[src/rtl/canrx_pkg.sv]
package canrx_pkg;

    localparam logic [1:0] MODE_RAW   = 2'b00;
    localparam int         MAX_DATA   = 8;
    localparam int         FULL_ROOM  = 9;

    typedef enum logic [1:0] {
        FK_SINGLE = 2'b00,
        FK_FIRST  = 2'b01,
        FK_MIDDLE = 2'b10,
        FK_LAST   = 2'b11
    } frag_kind_e;

endpackage

[src/rtl/canrx_info_pack.sv]
module canrx_info_pack (
    input  logic       ide,
    input  logic       rtr,
    input  logic       sem1,
    input  logic       sem0,
    input  logic [3:0] dlc,
    output logic [7:0] info
);
    // header byte layout: flags high, length low
    assign info = {ide, rtr, sem1, sem0, dlc};
endmodule

[src/rtl/canrx_frag_check.sv]
module canrx_frag_check #(
    parameter int CW = 6
) (
    input  logic [7:0]    fbyte,
    input  logic          in_msg,
    input  logic [CW-1:0] exp_cnt,
    output logic          ok,
    output logic          opens,
    output logic          closes,
    output logic [CW-1:0] nxt_cnt
);
    import canrx_pkg::*;

    frag_kind_e    kind;
    logic [CW-1:0] cnt;

    assign kind    = frag_kind_e'(fbyte[7:6]);
    assign cnt     = fbyte[CW-1:0];
    assign nxt_cnt = cnt + CW'(1);

    always_comb begin
        opens  = (kind == FK_SINGLE) || (kind == FK_FIRST);
        closes = (kind == FK_SINGLE) || (kind == FK_LAST);
        ok     = opens || (in_msg && (cnt == exp_cnt));
    end
endmodule

[src/rtl/canrx_ring.sv]
module canrx_ring #(
    parameter int AW = 10
) (
    input  logic [AW-1:0] ptr,
    input  logic [AW-1:0] size,
    input  logic          adv,
    output logic [AW-1:0] ptr_nxt,
    output logic          wrapped,
    output logic [AW-1:0] rem_nxt
);
    localparam logic [AW-1:0] RESTART = AW'(1);

    logic at_top;

    assign at_top  = (ptr >= size - AW'(1));
    assign wrapped = adv && at_top;

    always_comb begin
        if (!adv)        ptr_nxt = ptr;
        else if (at_top) ptr_nxt = RESTART;
        else             ptr_nxt = ptr + AW'(1);
    end

    assign rem_nxt = size - ptr_nxt;
endmodule

[src/rtl/can_rx_assembler.sv]
module can_rx_assembler #(
    parameter int AW = 10,
    parameter int CW = 6
) (
    input  logic          clk,
    input  logic          rst_n,
    input  logic [1:0]    cfg_mode,
    input  logic          cfg_frag_en,
    input  logic [AW-1:0] cfg_base,
    input  logic [AW-1:0] cfg_size,
    input  logic [AW-1:0] cfg_warn_thr,
    input  logic          frm_start,
    input  logic          frm_ide,
    input  logic          frm_rtr,
    input  logic          frm_sem1,
    input  logic          frm_sem0,
    input  logic [3:0]    frm_dlc,
    input  logic          dat_valid,
    input  logic [7:0]    dat_byte,
    input  logic          frm_done,
    output logic          mem_we,
    output logic [AW-1:0] mem_addr,
    output logic [7:0]    mem_wdata,
    output logic          irq_wrap_warn,
    output logic          buf_full
);
    import canrx_pkg::*;

    localparam logic [AW-1:0] OFS_FIRST = AW'(1);
    localparam logic [AW-1:0] FULL_LIM  = AW'(FULL_ROOM);
    localparam logic [3:0]    LIM_MAX   = 4'(MAX_DATA);

    typedef struct packed {
        logic [AW-1:0] ptr;
        logic [3:0]    idx;
        logic [3:0]    lim;
        logic          keep;
        logic          fin;
        logic          in_msg;
        logic [CW-1:0] exp;
        logic [7:0]    cnt;
        logic          armed;
        logic          full;
        logic          we;
        logic [AW-1:0] addr;
        logic [7:0]    wd;
        logic          irq;
    } st_t;

    st_t st_d, st_q;

    logic          raw_m, tl_m;
    logic          byte_ok, frag_slot;
    logic          stream_wr;
    logic [7:0]    stream_byte;
    logic [7:0]    info_byte;
    logic          fc_ok, fc_open, fc_close;
    logic [CW-1:0] fc_nxt;
    logic [AW-1:0] ring_nxt, ring_rem;
    logic          ring_wrap;

    canrx_info_pack u_info (
        .ide  (frm_ide),
        .rtr  (frm_rtr),
        .sem1 (frm_sem1),
        .sem0 (frm_sem0),
        .dlc  (frm_dlc),
        .info (info_byte)
    );

    canrx_frag_check #(.CW(CW)) u_frag (
        .fbyte   (dat_byte),
        .in_msg  (st_q.in_msg),
        .exp_cnt (st_q.exp),
        .ok      (fc_ok),
        .opens   (fc_open),
        .closes  (fc_close),
        .nxt_cnt (fc_nxt)
    );

    // decide which byte, if any, goes into the ring this cycle
    always_comb begin
        raw_m       = cfg_frag_en && (cfg_mode == MODE_RAW);
        tl_m        = cfg_frag_en && (cfg_mode != MODE_RAW);
        byte_ok     = dat_valid && cfg_frag_en && !frm_start && (st_q.idx < st_q.lim);
        frag_slot   = tl_m && byte_ok && (st_q.idx == 4'd0);
        stream_wr   = (raw_m && frm_start) || (byte_ok && !frag_slot && st_q.keep);
        stream_byte = frm_start ? info_byte : dat_byte;
    end

    canrx_ring #(.AW(AW)) u_ring (
        .ptr     (st_q.ptr),
        .size    (cfg_size),
        .adv     (stream_wr),
        .ptr_nxt (ring_nxt),
        .wrapped (ring_wrap),
        .rem_nxt (ring_rem)
    );

    always_comb begin
        st_d     = st_q;
        st_d.we  = 1'b0;
        st_d.irq = 1'b0;

        if (stream_wr) begin
            st_d.we   = 1'b1;
            st_d.addr = cfg_base + st_q.ptr;
            st_d.wd   = stream_byte;
            st_d.ptr  = ring_nxt;
            if (tl_m) st_d.cnt = st_q.cnt + 8'd1;
            if (ring_wrap) begin
                st_d.armed = 1'b1;
            end else if (st_q.armed && (ring_rem < cfg_warn_thr)) begin
                st_d.irq   = 1'b1;
                st_d.armed = 1'b0;
            end
        end

        if (frm_start && cfg_frag_en) begin
            st_d.idx  = 4'd0;
            st_d.lim  = (frm_dlc > LIM_MAX) ? LIM_MAX : frm_dlc;
            st_d.keep = raw_m;
            st_d.fin  = 1'b0;
        end else if (byte_ok) begin
            st_d.idx = st_q.idx + 4'd1;
            if (frag_slot) begin
                if (fc_ok) begin
                    st_d.keep = 1'b1;
                    st_d.fin  = fc_close;
                    st_d.exp  = fc_nxt;
                    if (fc_open) begin
                        st_d.in_msg = 1'b1;
                        st_d.ptr    = OFS_FIRST;
                        st_d.cnt    = 8'd0;
                        st_d.armed  = 1'b1;
                    end
                end else begin
                    st_d.keep   = 1'b0;
                    st_d.fin    = 1'b0;
                    st_d.in_msg = 1'b0;
                    st_d.ptr    = OFS_FIRST;
                    st_d.cnt    = 8'd0;
                end
            end
        end

        if (frm_done && cfg_frag_en) begin
            if (raw_m) st_d.full = ((cfg_size - st_q.ptr) < FULL_LIM);
            if (tl_m && st_q.keep && st_q.fin) begin
                st_d.we     = 1'b1;
                st_d.addr   = cfg_base;
                st_d.wd     = st_q.cnt;
                st_d.in_msg = 1'b0;
            end
            st_d.keep = 1'b0;
            st_d.fin  = 1'b0;
        end

        if (!raw_m) st_d.full = 1'b0;
    end

    always_ff @(posedge clk) begin
        if (!rst_n) begin
            st_q       <= '0;
            st_q.armed <= 1'b1;
        end else begin
            st_q <= st_d;
        end
    end

    assign mem_we        = st_q.we;
    assign mem_addr      = st_q.addr;
    assign mem_wdata     = st_q.wd;
    assign irq_wrap_warn = st_q.irq;
    assign buf_full      = st_q.full;
endmodule

[config.mk]
export PLATFORM = sky130hd
export DESIGN_NAME = can_rx_assembler
export DESIGN_NICKNAME = d
export VERILOG_FILES = /design/src/rtl/canrx_pkg.sv /design/src/rtl/canrx_info_pack.sv /design/src/rtl/canrx_frag_check.sv /design/src/rtl/canrx_ring.sv /design/src/rtl/can_rx_assembler.sv
export SDC_FILE = /design/constraint.sdc
export NUM_CORES = 1
export LEC_CHECK = 0
export ABC_CLOCK_PERIOD_IN_PS = 5320
export BUFFER_PORTS_ARGS = -buffer_cell sky130_fd_sc_hd__buf_2
export CAP_MARGIN = 10
export CELL_PAD_IN_SITES_DETAIL_PLACEMENT = 0
export CELL_PAD_IN_SITES_GLOBAL_PLACEMENT = 1
export CORE_UTILIZATION = 36
export CTS_CLUSTER_DIAMETER = 200
export DETAILED_ROUTE_END_ITERATION = 10
export GPL_TIMING_DRIVEN = 0
export PLACE_DENSITY = 0.74
export SLEW_MARGIN = 40
export SYNTH_ARGS = -nofsm -noshare
export SYNTH_HDL_FRONTEND = slang
export SYNTH_SLANG_ARGS = --single-unit
[constraint.sdc]
create_clock -name clk -period 5.32 [get_ports clk]
set_input_delay 1.064 -clock clk [delete_from_list [all_inputs] [get_ports clk]]
set_output_delay 1.064 -clock clk [all_outputs]
set_load 0.01 [all_outputs]
==> out/results.txt <==
CTS Buf Count - 9
I/O pin count - 75
syn nets - 701
first-pass GRT wire length - 21400 um
Mapped Area - 0.00482 mm2
Final Hold Slack - 479 ps
clock slew at reported path FFs - 50 ps
DR vias/cell - 5.13
Logic pwr share - 0.191
Slew @ Worst Pin - 655 ps
Compound-Gate Fraction of Synth Area - 0.203
die width - 118 um
post-DP HPWL - 10300 um
H-tree lvl count - 3
worst slack, placed - -1050 ps
final net count - 796
f_max - 181 MHz
post-synthesis mux area share - 0.0293
layout cell share with drive strength beyond 1 - 0.238
Hold EP - st_q[42]
Syn Area/Cell - 8.21 um2
register share of total power - 0.363
GRT Total Usage - 0.192
Synth-to-Final Area Change - 24.5%
Clock Latency Late Sink - 330 ps
DRC errors left - 0
GPL Wtd Cong - 0.829
violated checks - setup timing
via count - 4402
Clock Sinks - 57
Post-DRT Antenna Nets - 0
WP data arrival - 5680 ps
VDD IR max - 0.187 mV
core area - 0.0128 mm2
Max clock buf depth - 2
synth unique cells - 69
Sw Share - 0.264
Post-Synth Simple-Gate Area - 0.205
GRT overflow - 0
main combinational cell family by area after synthesis - simple AND/OR/NAND/NOR gates
Leak Pwr - 0.00255 uW
Cell Rows - 41
initial DRC count - 180
Starting Density - 0.376
Yosys reg bits - 57
worst r2r dst - st_q[21]
Synth Instances - 587
clk root buf - clkbuf_16
CTS tree - yes
Synth area leaders - dfxtp_1 (24%), ha_1 (15%), xnor2_1 (5.6%)
Seq/Total Area, Yosys - 0.237
Max Used Layer - met4
# Max-Cap Violations - 0
Avg WL per Cell - 15.3 um
relative slew slack - 0.563
final worst-path cycle share - 1.04
hold depth - 2
pin count of the biggest net entering global routing - 11
Data required, critical path - 5480 ps
placed insts - 832
initial antenna violation count - 0
Pre-Repair DR Iteration Count - 4
Synth top area share - 0.237
non-filler instance count after layout - 858
Die Y - 118 um
die area - 0.0139 mm2
HP Start - st_q[42]
wire length on met1 - 6690 um
final slew viol count - 0
asr flop ratio synth - 0
P_int - 890 uW
synth warn - 0
Yosys top cell by area - dfxtp_1
Post-synth EDFFs - 0
Clock power frac - 0.446
RSZ-0062 raised after global routing - yes
overall power - 1210 uW
metal2 WL - 5980 um
post-synthesis xor/xnor area fraction - 0.0919
Crit. End Element - register
Final Hold Viols - 0
Filler cells - 1289
met3 routed WL - 408 um
R2R cell count - 20
port bufs - 73
Post-synth top flop - dfxtp_1
Worst setup SP type - primary input
R2R Setup Slk - 460 ps
final wirelength - 13200 um
Critical R2R Launch - st_q[44]
net switching power - 320 uW
WS Path Type - in -> reg
area share of fa/ha/maj cells after synthesis - 0.160
CP max FO - 5
final setup violation count - 2
vias in the first global route - 4308
ant diodes - 0
minimum clock period after layout - 5520 ps
power per cell area - 202 mW/mm2
CTS Hold Bufs - 0
final setup margin - -198 ps
worst clock skew - 9.72 ps
Hold WC Path Type - reg -> reg
status - complete, but fails checks
==> cells by family (layout without fill, tap and decap cells) <==
kind of cell | count (synthesis) | after routing
and+or+nand+nor | 194 | 194
xor gates and xnor gates | 49 | 49
DFF | 57 | 57
buffers and inverters | 75 | 174
adders and majority gates | 60 | 60
muxes | 14 | 14
AOI/OAI and AO/OA | 138 | 138
==> synthesized netlist by cell type, types with 5 or more instances <==
| cell | n |
|---|---|
| nand2_1 | 59 |
| dfxtp_1 | 57 |
| ha_1 | 57 |
| inv_1 | 40 |
| nor2_1 | 33 |
| xnor2_1 | 31 |
| a21oi_1 | 27 |
| o21ai_0 | 23 |
| nor2b_1 | 22 |
| buf_4 | 19 |
| nand3_1 | 18 |
| o211ai_1 | 17 |
| xor2_1 | 17 |
| mux2i_1 | 13 |
| nor3_1 | 13 |
| a21boi_0 | 12 |
| clkbuf_1 | 11 |
| o21a_1 | 10 |
| nand2b_1 | 8 |
| nand4_1 | 8 |
| nor3b_1 | 7 |
| a211oi_1 | 6 |
| nor4_1 | 6 |
| o211a_1 | 5 |
==> critical path, stage by stage <==
cell	delay [ps]
buf_12	110
nor4_4	300
nand2_2	90
xor2_1	160
ha_1	300
a211oi_2	220
o211ai_1	190
a221oi_4	360
buf_6	160
nor2b_2	140
o21ai_1	80
and2_4	200
ha_4	230
nor2b_2	150
o21ai_1	130
nand2b_1	100
a21o_1	190
a21oi_2	170
xnor2_1	140
ha_1	260
o21a_1	170
o211ai_1	200
a31oi_2	80
a2111oi_4	330
o2111ai_1	150
==> registers in the layout, summed over array words and instances, names as in the netlist <==
| name | cells |
|---|---|
| st_q | 36 |
| mem_addr | 10 |
| mem_wdata | 8 |
| buf_full | 1 |
| irq_wrap_warn | 1 |
| mem_we | 1 |
==> layout make-up <==
cell class / instances / area (um2) / area share
buffer: 35 / 209 / 0.0348
clock buffer: 12 / 267 / 0.0444
multi-input combinational: 455 / 3510 / 0.584
sequential: 57 / 1140 / 0.190
clock inverter: 3 / 15.0 / 0.00250
timing repair buffer: 84 / 492 / 0.0820
tap: 172 / 215 / 0.0359
inverter: 40 / 155 / 0.0259
==> worst max path at each step <==
stage | start | to | slack, ps
floorplan | cfg_size[1] | irq_wrap_warn | 20
global placement | cfg_size[5] | irq_wrap_warn | -1000
detailed placement | cfg_size[1] | st_q[21] | -1050
CTS | cfg_size[2] | st_q[21] | -250
global route | cfg_size[3] | irq_wrap_warn | -470
finish | cfg_size[3] | st_q[21] | -200
==> layout by cell type, fill, tap and decap left out, types with 4 or more instances in the layout <==
cell / synthesis / final
nor3b_1: 7 / 7
a21boi_0: 12 / 12
ha_1: 57 / 53
nor3_1: 13 / 10
nor4_1: 6 / 4
ha_4: 0 / 4
a21oi_1: 27 / 24
clkbuf_16: 0 / 9
nand2_1: 59 / 58
o211ai_1: 17 / 17
nand2b_1: 8 / 8
a21o_1: 4 / 4
nand3_1: 18 / 17
a211oi_1: 6 / 5
nor2b_1: 22 / 20
dfxtp_1: 57 / 57
o211a_1: 5 / 5
o21ai_0: 23 / 19
nand4_1: 8 / 8
buf_4: 19 / 28
o21ai_1: 4 / 7
buf_2: 3 / 72
xnor2_1: 31 / 31
clkbuf_1: 11 / 11
o21a_1: 10 / 10
nor2_1: 33 / 33
mux2i_1: 13 / 13
xor2_1: 17 / 17
inv_1: 40 / 37
==> timing repair <==
| action | 4_1_cts | 5_1_grt |
|---|---|---|
| pin swaps | 22 | 21 |
| endpoints found under the setup margin | 2 | 2 |
| resized for setup | 33 | 17 |
| buffers inserted | 8 | 3 |
==> per-stage QoR <==
stage | TNS (ps) | instance area [um2] | utilization
global placement | -1990 | 5410 | 0.422
floorplan | 0 | 4830 | -
detailed placement | -2080 | 5420 | 0.423
finish | -380 | 6000 | 0.468
CTS | -445 | 5920 | 0.461
global route | -931 | 6000 | 0.468
==> power by group through the flow <==
stage          sequential [uW]  combinational (uW)  clock, uW
2_1_floorplan              446                 139          0
3_3_place_gp               447                 203          0
3_5_place_dp               448                 209          0
4_1_cts                    439                 226        547
5_1_grt                    439                 258        570
6_report                   439                 232        539
==> routing by layer <==
metal	vias to the layer above	track usage
met4	0	0.0441
met1	2049	0.267
met3	7	0.0262
met2	80	0.313
met5	-	0
li1	2266	-
Power figures use the tool's default switching activity.
